===== src/rtl/acq_seq_pkg.sv =====
package acq_seq_pkg;
  typedef enum logic [3:0] {
    S_IDLE,
    S_READ,
    S_DECODE,
    S_SETTLE,
    S_CONV,
    S_WAIT,
    S_SHIFT,
    S_ACCUM,
    S_STORE
  } seq_state_e;
endpackage


===== src/rtl/acq_chan_decode.sv =====
module acq_chan_decode #(
  parameter int CH_W        = 4,
  parameter int SE_ADDR_W   = 4,
  parameter int DIFF_ADDR_W = 3
) (
  input  logic                   clk_i,
  input  logic                   rst_ni,
  input  logic                   load_i,
  input  logic                   clear_i,
  input  logic [CH_W-1:0]        chan_i,
  output logic [SE_ADDR_W-1:0]   se_addr_o,
  output logic                   se_en_o,
  output logic [DIFF_ADDR_W-1:0] diff_addr_o,
  output logic                   diff_en_o
);
  localparam int SPLIT = 1 << DIFF_ADDR_W;

  logic to_diff;
  assign to_diff = (32'(chan_i) >= SPLIT);

  always_ff @(posedge clk_i or negedge rst_ni) begin
    if (!rst_ni) begin
      se_addr_o   <= '0;
      se_en_o     <= 1'b0;
      diff_addr_o <= '0;
      diff_en_o   <= 1'b0;
    end else if (clear_i) begin
      se_addr_o   <= '0;
      se_en_o     <= 1'b0;
      diff_addr_o <= '0;
      diff_en_o   <= 1'b0;
    end else if (load_i) begin
      se_en_o     <= !to_diff;
      diff_en_o   <= to_diff;
      se_addr_o   <= to_diff ? '0 : SE_ADDR_W'(chan_i);
      diff_addr_o <= chan_i[DIFF_ADDR_W-1:0];
    end
  end


  exclusive_en_chk: assert property (@(posedge clk_i) disable iff (!rst_ni)
    !(se_en_o && diff_en_o));
endmodule


===== src/rtl/acq_serial_rx.sv =====
module acq_serial_rx #(
  parameter int DW  = 16,
  parameter int DIV = 2
) (
  input  logic          clk_i,
  input  logic          rst_ni,
  input  logic          start_i,
  input  logic          sdata_i,
  output logic          sclk_o,
  output logic [DW-1:0] word_o,
  output logic          done_o
);
  localparam int DIV_W  = $clog2(DIV + 1);
  localparam int BITS_W = $clog2(DW + 1);

  logic              active_q;
  logic [DIV_W-1:0]  div_q;
  logic [BITS_W-1:0] bits_q;

  always_ff @(posedge clk_i or negedge rst_ni) begin
    if (!rst_ni) begin
      active_q <= 1'b0;
      div_q    <= '0;
      bits_q   <= '0;
      sclk_o   <= 1'b0;
      word_o   <= '0;
      done_o   <= 1'b0;
    end else begin
      done_o <= 1'b0;
      if (!active_q) begin
        if (start_i) begin
          active_q <= 1'b1;
          div_q    <= '0;
          bits_q   <= '0;
          sclk_o   <= 1'b0;
        end
      end else if (div_q == DIV_W'(DIV - 1)) begin
        div_q <= '0;
        if (!sclk_o) begin
          // rising edge: take next bit, MSB first
          sclk_o <= 1'b1;
          word_o <= {word_o[DW-2:0], sdata_i};
          bits_q <= bits_q + 1'b1;
        end else begin
          sclk_o <= 1'b0;
          if (bits_q == BITS_W'(DW)) begin
            active_q <= 1'b0;
            done_o   <= 1'b1;
          end
        end
      end else begin
        div_q <= div_q + 1'b1;
      end
    end
  end


  idle_sclk_low_chk: assert property (@(posedge clk_i) disable iff (!rst_ni)
    !active_q |-> !sclk_o);
endmodule


===== src/rtl/acq_avg_accum.sv =====
module acq_avg_accum #(
  parameter int SAMPLE_W = 16,
  parameter int AVG_LOG2 = 2
) (
  input  logic                clk_i,
  input  logic                rst_ni,
  input  logic                clr_i,
  input  logic                add_i,
  input  logic [SAMPLE_W-1:0] sample_i,
  output logic                last_o,
  output logic [SAMPLE_W-1:0] avg_o
);
  localparam int ACC_W = SAMPLE_W + AVG_LOG2;
  localparam int N_AVG = 1 << AVG_LOG2;

  logic [ACC_W-1:0]    acc_q;
  logic [AVG_LOG2-1:0] cnt_q;

  always_ff @(posedge clk_i or negedge rst_ni) begin
    if (!rst_ni) begin
      acc_q <= '0;
      cnt_q <= '0;
    end else if (clr_i) begin
      acc_q <= '0;
      cnt_q <= '0;
    end else if (add_i) begin
      acc_q <= acc_q + ACC_W'(sample_i);
      cnt_q <= cnt_q + 1'b1;
    end
  end

  assign last_o = (cnt_q == AVG_LOG2'(N_AVG - 1));
  assign avg_o  = acc_q[ACC_W-1:AVG_LOG2];


  acc_no_wrap_chk: assert property (@(posedge clk_i) disable iff (!rst_ni)
    !clr_i |=> acc_q >= $past(acc_q));
endmodule


===== src/rtl/acq_sequencer.sv =====
module acq_sequencer
  import acq_seq_pkg::*;
#(
  parameter int CH_W         = 4,
  parameter int SE_ADDR_W    = 4,
  parameter int DIFF_ADDR_W  = 3,
  parameter int SAMPLE_W     = 16,
  parameter int AVG_LOG2     = 2,
  parameter int CONV_LOW_CYC = 6,
  parameter int SETTLE_CYC   = 1,
  parameter int SCLK_DIV     = 2
) (
  input  logic                   clk_i,
  input  logic                   rst_ni,
  input  logic                   cmd_full_i,
  output logic                   cmd_rd_o,
  input  logic [CH_W-1:0]        cmd_data_i,
  output logic [SE_ADDR_W-1:0]   se_addr_o,
  output logic                   se_en_o,
  output logic [DIFF_ADDR_W-1:0] diff_addr_o,
  output logic                   diff_en_o,
  output logic                   adc_rc_no,
  input  logic                   adc_busy_i,
  output logic                   adc_sclk_o,
  input  logic                   adc_sdata_i,
  input  logic                   res_full_i,
  output logic                   res_wr_o,
  output logic [SAMPLE_W-1:0]    res_data_o
);
  localparam int TMR_MAX = (CONV_LOW_CYC > SETTLE_CYC) ? CONV_LOW_CYC : SETTLE_CYC;
  localparam int TMR_W   = $clog2(TMR_MAX + 1);

  seq_state_e state_q, state_d;
  logic [TMR_W-1:0]    tmr_q;
  logic                rx_start, rx_done, acc_last;
  logic [SAMPLE_W-1:0] rx_word, avg;
  logic                store_go;

  assign store_go = (state_q == S_STORE) && !res_full_i;
  assign rx_start = (state_q == S_WAIT) && !adc_busy_i;

  always_comb begin
    state_d = state_q;
    unique case (state_q)
      S_IDLE:   if (cmd_full_i) state_d = S_READ;
      S_READ:   state_d = S_DECODE;
      S_DECODE: state_d = S_SETTLE;
      S_SETTLE: if (tmr_q == TMR_W'(SETTLE_CYC - 1)) state_d = S_CONV;
      S_CONV:   if (tmr_q == TMR_W'(CONV_LOW_CYC - 1)) state_d = S_WAIT;
      S_WAIT:   if (!adc_busy_i) state_d = S_SHIFT;
      S_SHIFT:  if (rx_done) state_d = S_ACCUM;
      S_ACCUM:  state_d = acc_last ? S_STORE : S_CONV;
      S_STORE:  if (!res_full_i) state_d = S_IDLE;
      default:  state_d = S_IDLE;
    endcase
  end

  always_ff @(posedge clk_i or negedge rst_ni) begin
    if (!rst_ni) begin
      state_q    <= S_IDLE;
      tmr_q      <= '0;
      res_wr_o   <= 1'b0;
      res_data_o <= '0;
    end else begin
      state_q  <= state_d;
      tmr_q    <= (state_d != state_q) ? '0 : tmr_q + 1'b1;
      res_wr_o <= store_go;
      if (store_go) res_data_o <= avg;
    end
  end

  assign cmd_rd_o  = (state_q == S_READ);
  assign adc_rc_no = (state_q != S_CONV);

  acq_chan_decode #(
    .CH_W       (CH_W),
    .SE_ADDR_W  (SE_ADDR_W),
    .DIFF_ADDR_W(DIFF_ADDR_W)
  ) u_decode (
    .clk_i      (clk_i),
    .rst_ni     (rst_ni),
    .load_i     (state_q == S_DECODE),
    .clear_i    (store_go),
    .chan_i     (cmd_data_i),
    .se_addr_o  (se_addr_o),
    .se_en_o    (se_en_o),
    .diff_addr_o(diff_addr_o),
    .diff_en_o  (diff_en_o)
  );

  acq_serial_rx #(
    .DW (SAMPLE_W),
    .DIV(SCLK_DIV)
  ) u_rx (
    .clk_i  (clk_i),
    .rst_ni (rst_ni),
    .start_i(rx_start),
    .sdata_i(adc_sdata_i),
    .sclk_o (adc_sclk_o),
    .word_o (rx_word),
    .done_o (rx_done)
  );

  acq_avg_accum #(
    .SAMPLE_W(SAMPLE_W),
    .AVG_LOG2(AVG_LOG2)
  ) u_accum (
    .clk_i   (clk_i),
    .rst_ni  (rst_ni),
    .clr_i   (state_q == S_DECODE),
    .add_i   (state_q == S_ACCUM),
    .sample_i(rx_word),
    .last_o  (acc_last),
    .avg_o   (avg)
  );


  single_read_chk: assert property (@(posedge clk_i) disable iff (!rst_ni)
    cmd_rd_o |=> !cmd_rd_o);


  mux_settled_chk: assert property (@(posedge clk_i) disable iff (!rst_ni)
    $fell(adc_rc_no) |-> $stable(se_en_o) && $stable(diff_en_o) &&
      $stable(se_addr_o) && $stable(diff_addr_o) && (se_en_o || diff_en_o));


  conv_pulse_chk: assert property (@(posedge clk_i) disable iff (!rst_ni)
    $fell(adc_rc_no) |=> !adc_rc_no);


  sclk_after_busy_chk: assert property (@(posedge clk_i) disable iff (!rst_ni)
    $rose(adc_sclk_o) |-> !adc_busy_i);


  single_write_chk: assert property (@(posedge clk_i) disable iff (!rst_ni)
    res_wr_o |=> !res_wr_o);
endmodule


===== config.mk =====
export PLATFORM = sky130hd
export DESIGN_NAME = acq_sequencer
export DESIGN_NICKNAME = d
export VERILOG_FILES = /design/src/rtl/acq_seq_pkg.sv /design/src/rtl/acq_chan_decode.sv /design/src/rtl/acq_serial_rx.sv /design/src/rtl/acq_avg_accum.sv /design/src/rtl/acq_sequencer.sv
export SDC_FILE = /design/constraint.sdc
export NUM_CORES = 1
export LEC_CHECK = 0
export BUFFER_PORTS_ARGS = -buffer_cell sky130_fd_sc_hd__buf_2
export CAP_MARGIN = 40
export CORE_MARGIN = 5
export CORE_UTILIZATION = 25
export DETAILED_ROUTE_END_ITERATION = 16
export GPL_ROUTABILITY_DRIVEN = 1
export GPL_TIMING_DRIVEN = 0
export HOLD_SLACK_MARGIN = 0.02
export SETUP_SLACK_MARGIN = 0.3
export SYNTH_ARGS = -nofsm -noshare
export SYNTH_HDL_FRONTEND = slang
export SYNTH_SLANG_ARGS = --single-unit
export TNS_END_PERCENT = 10

===== constraint.sdc =====
create_clock -name clk_i -period 2.9 [get_ports clk_i]
set_input_delay 0 -clock clk_i [delete_from_list [all_inputs] [get_ports clk_i]]
set_output_delay 0 -clock clk_i [all_outputs]
set_load 0.01 [all_outputs]

# [Yosys cells after proc, flatten, opt, wreduce, memory -nomap -nowiden]
# Index checks and enable logic that the tools add are counted.
[totals] reg_bits=79 in_bits=10 out_inout_bits=29 word_cells=94
[classes] addsub=5 order_cmp=1 n_eq_ne=16 mux=42 bitwise_logic=1 reduce_logical=13
[op_table] operator="$mux 4" count=10
[op_table] operator="$mux 18" count=2
[op_table] operator="$pmux 4 s9" count=1
[op_table] operator="$mux 5" count=4
[op_table] operator="$add 18x16->18" count=1
[op_table] operator="$mux 1" count=17
[op_table] operator="$eq 4x3->1 const B" count=4
[op_table] operator="$mux 2" count=5
[op_table] operator="$mux 3" count=3
[op_table] operator="$eq 4x2->1 const B" count=2
[op_table] operator="$reduce_and 3->1" count=2
[op_table] operator="$reduce_bool 2->1" count=3
[op_table] operator="$add 5x1->5 const B" count=1
[op_table] operator="$eq 5x5->1 const B" count=1
[op_table] operator="$add 2x1->2 const B" count=2
[op_table] operator="$eq 4x1->1 const B" count=1
[op_table] operator="$eq 4x4->1 const B" count=1
[op_table] operator="$ge 4x4->1 const B" count=1
[op_table] operator="$logic_not 4->1" count=1
[op_table] operator="$ne 2x2->1 const B" count=2
[op_table] operator="$ne 4x3->1 const B" count=1
[op_table] operator="$ne 4x4->1" count=1
[op_table] operator="$add 3x1->3 const B" count=1
[op_table] operator="$eq 3x3->1 const B" count=1
[op_table] operator="other kinds (7)" count=10

# [Longest topological paths before layout]
[logic_depth] depth_word=5 mapped_depth=8 mapped_depth_nobuf=8

# [By module]
# Synthesis repeated with hierarchy kept, for this count alone.
[hier_totals] cells_unflattened=463 area_unflattened_um2=4530.6
[modules_own_cells] mod="acq_avg_accum" n_inst=1 cells_per_inst=223 area_each_um2=1884.3 seq_area_each_um2=500.5
[modules_own_cells] mod="acq_sequencer" n_inst=1 cells_per_inst=101 area_each_um2=1201.2 seq_area_each_um2=600.6
[modules_own_cells] mod="acq_serial_rx" n_inst=1 cells_per_inst=110 area_each_um2=1068.5 seq_area_each_um2=650.6
[modules_own_cells] mod="acq_chan_decode" n_inst=1 cells_per_inst=29 area_each_um2=376.6 seq_area_each_um2=225.2

# [Least setup slack after synthesis]
# OpenSTA, ideal clock, no wires.
[synth_path] kind="register to register" start="register u_rx.word_o[0]" end="register u_accum.acc_q[14]" setup_time_ns=0.122 arrival_ns=2.114 required_ns=2.778 slack_ns=0.664 stages_incl_launch_ff=9 n_path_buf=0 period_less_slack_ns=2.236 path_cell_list="dfrtp_1 -> ha_1 -> fa_1 -> a21oi_1 -> nor2_1 -> o2111ai_2 -> a311oi_1 -> or3_1 -> a32o_1"
[synth_via] elab_chain_cells=3
[synth_rtl] element="from (decl)" line="acq_serial_rx.sv:10" source="output logic [DW-1:0] word_o,"
[synth_rtl] element="from (signal assigned)" line="acq_serial_rx.sv:42" source="word_o <= {word_o[DW-2:0], sdata_i};"
[synth_rtl] element="$add 18x16->18" line="acq_avg_accum.sv:27" source="acc_q <= acc_q + ACC_W'(sample_i);"
[synth_rtl] element="$mux 18" line="acq_avg_accum.sv:26" source="end else if (add_i) begin"
[synth_rtl] element="$mux 18" line="acq_avg_accum.sv:23" source="end else if (clr_i) begin"
[synth_rtl] element="to (signal assigned)" line="acq_avg_accum.sv:27"
[synth_rtl] element="to (decl)" line="acq_avg_accum.sv:16" source="logic [ACC_W-1:0] acc_q;"
# Every way passes these cells. The select of a mux whose other input is x is not followed.
# A chain may end at the register's enable or synchronous reset.

# [Final worst setup path]
# Same ends and word-level chain as after synthesis.

==> flow_summary.ini <==
[synthesis]
yosysWarnings = 0
synth_top_area_cell = dfrtp_1
async_reset_ff_share_pct = 100
netlist_instances = 417
synth.yosys.seq_area_share_pct = 49.2
synth_top_cells_by_area = dfrtp_1 49%, nand2_1 8.6%, ha_1 6.8%, mux2_2 4.8%, o21ai_0 3.6%
ys.flop_type = dfrtp_1
yosysUniqueCellTypes = 45
synth-edff-count = 0
ys_seq_elements = 79
syn_area_mm2 = 0.00402
synth_nets = 450
syn_area_per_cell_um2 = 9.64
synth_top_area_share_pct = 49.2

[power_and_ir_drop]
p_int_mw = 2.93
switchingPower_mw = 1.68
pwr-share-seq_pct = 36.4
power_frac_comb_pct = 35.0
peakVddDrop_v = 0.000310
power_frac_clock_pct = 28.6
p_leak_nw = 2.41
powerDensity_mw_per_mm2 = 935
switching_share_pct = 36.5
finalPower_mw = 4.62

[cts]
numCtsBuffers = 9
clock_sinks = 79
root_buffer = clkbuf_16
htreeDepth = 3
clk_latency_ns = 0.34
ctsLongestPathBuffers = 2
cts_setup_buffers = 0
clk_pin_slew_ns = 0.06
cts_tree = built

[worst_setup_path]
cp.required_ns = 3.12
rr_worst_depth = 8
worstSetupPathType = reg -> reg
endpoint_kind = flip-flop
r2r-start = u_rx.word_o[0]
crit_arrival_ns = 2.65
r2r-end = u_accum.acc_q[14]
reg2reg_slack_ns = 0.47
critPathLaunchType = flip-flop
cp_max_fo = 4

[sta]
period_share_pct = 83.7
timing.final.max_slew_violations = 0
rsz0062_at_grt = false
tns_ns = 0
hold_violations = 0
fmax_mhz = 412
finalSetupViolCount = 0
timing_worst_slew_pin_value_ns = 0.690
relSlewSlack_pct = 53.4
skew_ns = 0.00684
min_period_ns = 2.43

[floorplanning]
fp-row-count = 46
initial_core_util_pct = 25.4
io_pins = 39
die-area_mm2 = 0.0187
core_mm2 = 0.0158
die_y_um = 137
dieWidth_um = 137

[hold_path]
hold_depth = 3
hp-class = in -> reg
holdPathEnd = u_rx.div_q[1]
min_from = adc_busy_i

[cells_and_area]
n_antenna_cell = 0
final-seq-area_mm2 = 0.00198
syn_to_final_growth_pct = 22.8
layout-drive-gt1-share_pct = 17.7
nFillCells = 1668
final_cell_mix = 92 x nand2_1, 79 x dfrtp_1, 44 x buf_2
multi_input_area_mm2 = 0.00196
nNetsFinal = 508
fin_util_pct = 31.2
final_common_cell = nand2_1

[detailed_routing]
routed_wl_um = 9450
drc_errors = 0
vias = 3237
dr.pass1.iters = 4
ant_nets = 0
vias_per_cell = 4.66
avgRoutedWirePerCell_um = 13.6
drt_iter0_drc = 153

[placement]
post-dp-hpwl_um = 6750
port_buffers = 38
gp_congestion = 0.903

[grt]
grt_pass1_wl_um = 16000
antenna_found_initial = 0
grt_overflow = 0
grt_max_degree = 41
grt_usage_pct = 10.7
first_global_vias = 3304

[status]
run_status = completed

[job]
maxCapViolCount = 0
cell families after synthesis:
group	after synthesis	share of synthesized area, %
compound gates	86	13.5
xor+xnor	17	3.70
simple gates	174	19.4
flops	79	49.2
buf+inv	21	2.18
fa+ha+maj	23	7.35
mux	17	4.76
worst max path at each step:
| stage | startpoint | to | slack (ns) | cells past startpoint |
|---|---|---|---|---|
| finish | u_rx.word_o[0] | u_accum.acc_q[14] | 0.47 | 8 |
| global route | u_rx.word_o[0] | u_accum.acc_q[14] | 0.32 | 8 |
| CTS | u_rx.word_o[0] | u_accum.acc_q[14] | 0.42 | 8 |
| detailed placement | u_rx.word_o[0] | u_accum.acc_q[14] | 0.44 | 8 |
| global placement | u_rx.word_o[0] | u_accum.acc_q[14] | 0.46 | 8 |
| floorplan | u_rx.word_o[0] | u_accum.acc_q[14] | 0.66 | 8 |
cell type report:
type | count | share of cell area (%)
clock buffers | 12 | 5.20
inverters | 6 | 0.457
plain buffers | 15 | 1.32
flip-flops and latches | 79 | 40.1
multi-input cells | 317 | 39.7
clock inverters | 3 | 1.83
well taps | 216 | 5.48
repair buffers | 47 | 5.96
per-layer routing:
layer / wire length [um] / vias to the layer above / part of all wire (%) / global-route usage [%]
li1: - / 1571 / - / -
met1: 4430 / 1590 / 47 / 14.0
met2: 4410 / 65 / 47 / 17.1
met3: 494 / 11 / 5.2 / 3.01
met4: 121 / 0 / 1.3 / 3.60
met5: 0 / - / 0 / 0
sequential cells by signal (all words and copies together) (netlist names):
name,cells
u_accum.acc_q,18
res_data_o,16
u_rx.word_o,16
u_rx.bits_q,5
state_q,4
u_decode.se_addr_o,4
tmr_q,3
u_decode.diff_addr_o,3
u_accum.cnt_q,2
u_rx.div_q,2
res_wr_o,1
u_decode.diff_en_o,1
u_decode.se_en_o,1
u_rx.active_q,1
u_rx.done_o,1
u_rx.sclk_o,1
repair_timing:
item	in CTS	in global routing
hold buffers	7	0
hold endpoints to repair	49	0
resized for setup	0	1
setup endpoints to repair	0	1
cell usage after synthesis, drive strengths merged, types with 4 or more instances:
| cell type | n |
|---|---|
| nand2 | 92 |
| dfrtp | 79 |
| nor2 | 30 |
| o21ai | 29 |
| a21oi | 24 |
| ha | 22 |
| mux2 | 17 |
| nor3 | 10 |
| xor2 | 10 |
| a21o | 8 |
| clkbuf | 8 |
| nand3 | 8 |
| buf | 7 |
| xnor2 | 7 |
| inv | 6 |
| nand2b | 6 |
| a32o | 4 |
| nand4 | 4 |
| or3 | 4 |
power by group through the flow:
| stage | Clock, mW | Combinational [mW] | Sequential, mW |
|---|---|---|---|
| 2_1_floorplan | 0 | 1.15 | 1.66 |
| 3_3_place_gp | 0 | 1.55 | 1.68 |
| 3_5_place_dp | 0 | 1.60 | 1.70 |
| 4_1_cts | 1.35 | 1.62 | 1.68 |
| 5_1_grt | 1.40 | 1.85 | 1.73 |
| 6_report | 1.32 | 1.62 | 1.68 |
worst max-delay path: stages (launching register included):
cell	delay, ns
dfrtp_1	0.40
ha_1	0.26
fa_1	0.43
a21oi_2	0.18
nor2_1	0.11
o2111ai_2	0.23
a311oi_1	0.15
or3_1	0.32
a32o_1	0.24
stage by stage:
step	std cells	worst slack [ns]	cell area, um^2	hold slack (ns)
floorplan	417	0.664	4020	-0.296
global placement	671	0.464	4480	0.229
detailed placement	673	0.436	4510	0.0217
CTS	695	0.419	4930	0.0237
global route	695	0.318	4930	0.0636
finish	695	0.472	4930	0.0279
(Power assumes the default switching activity.)
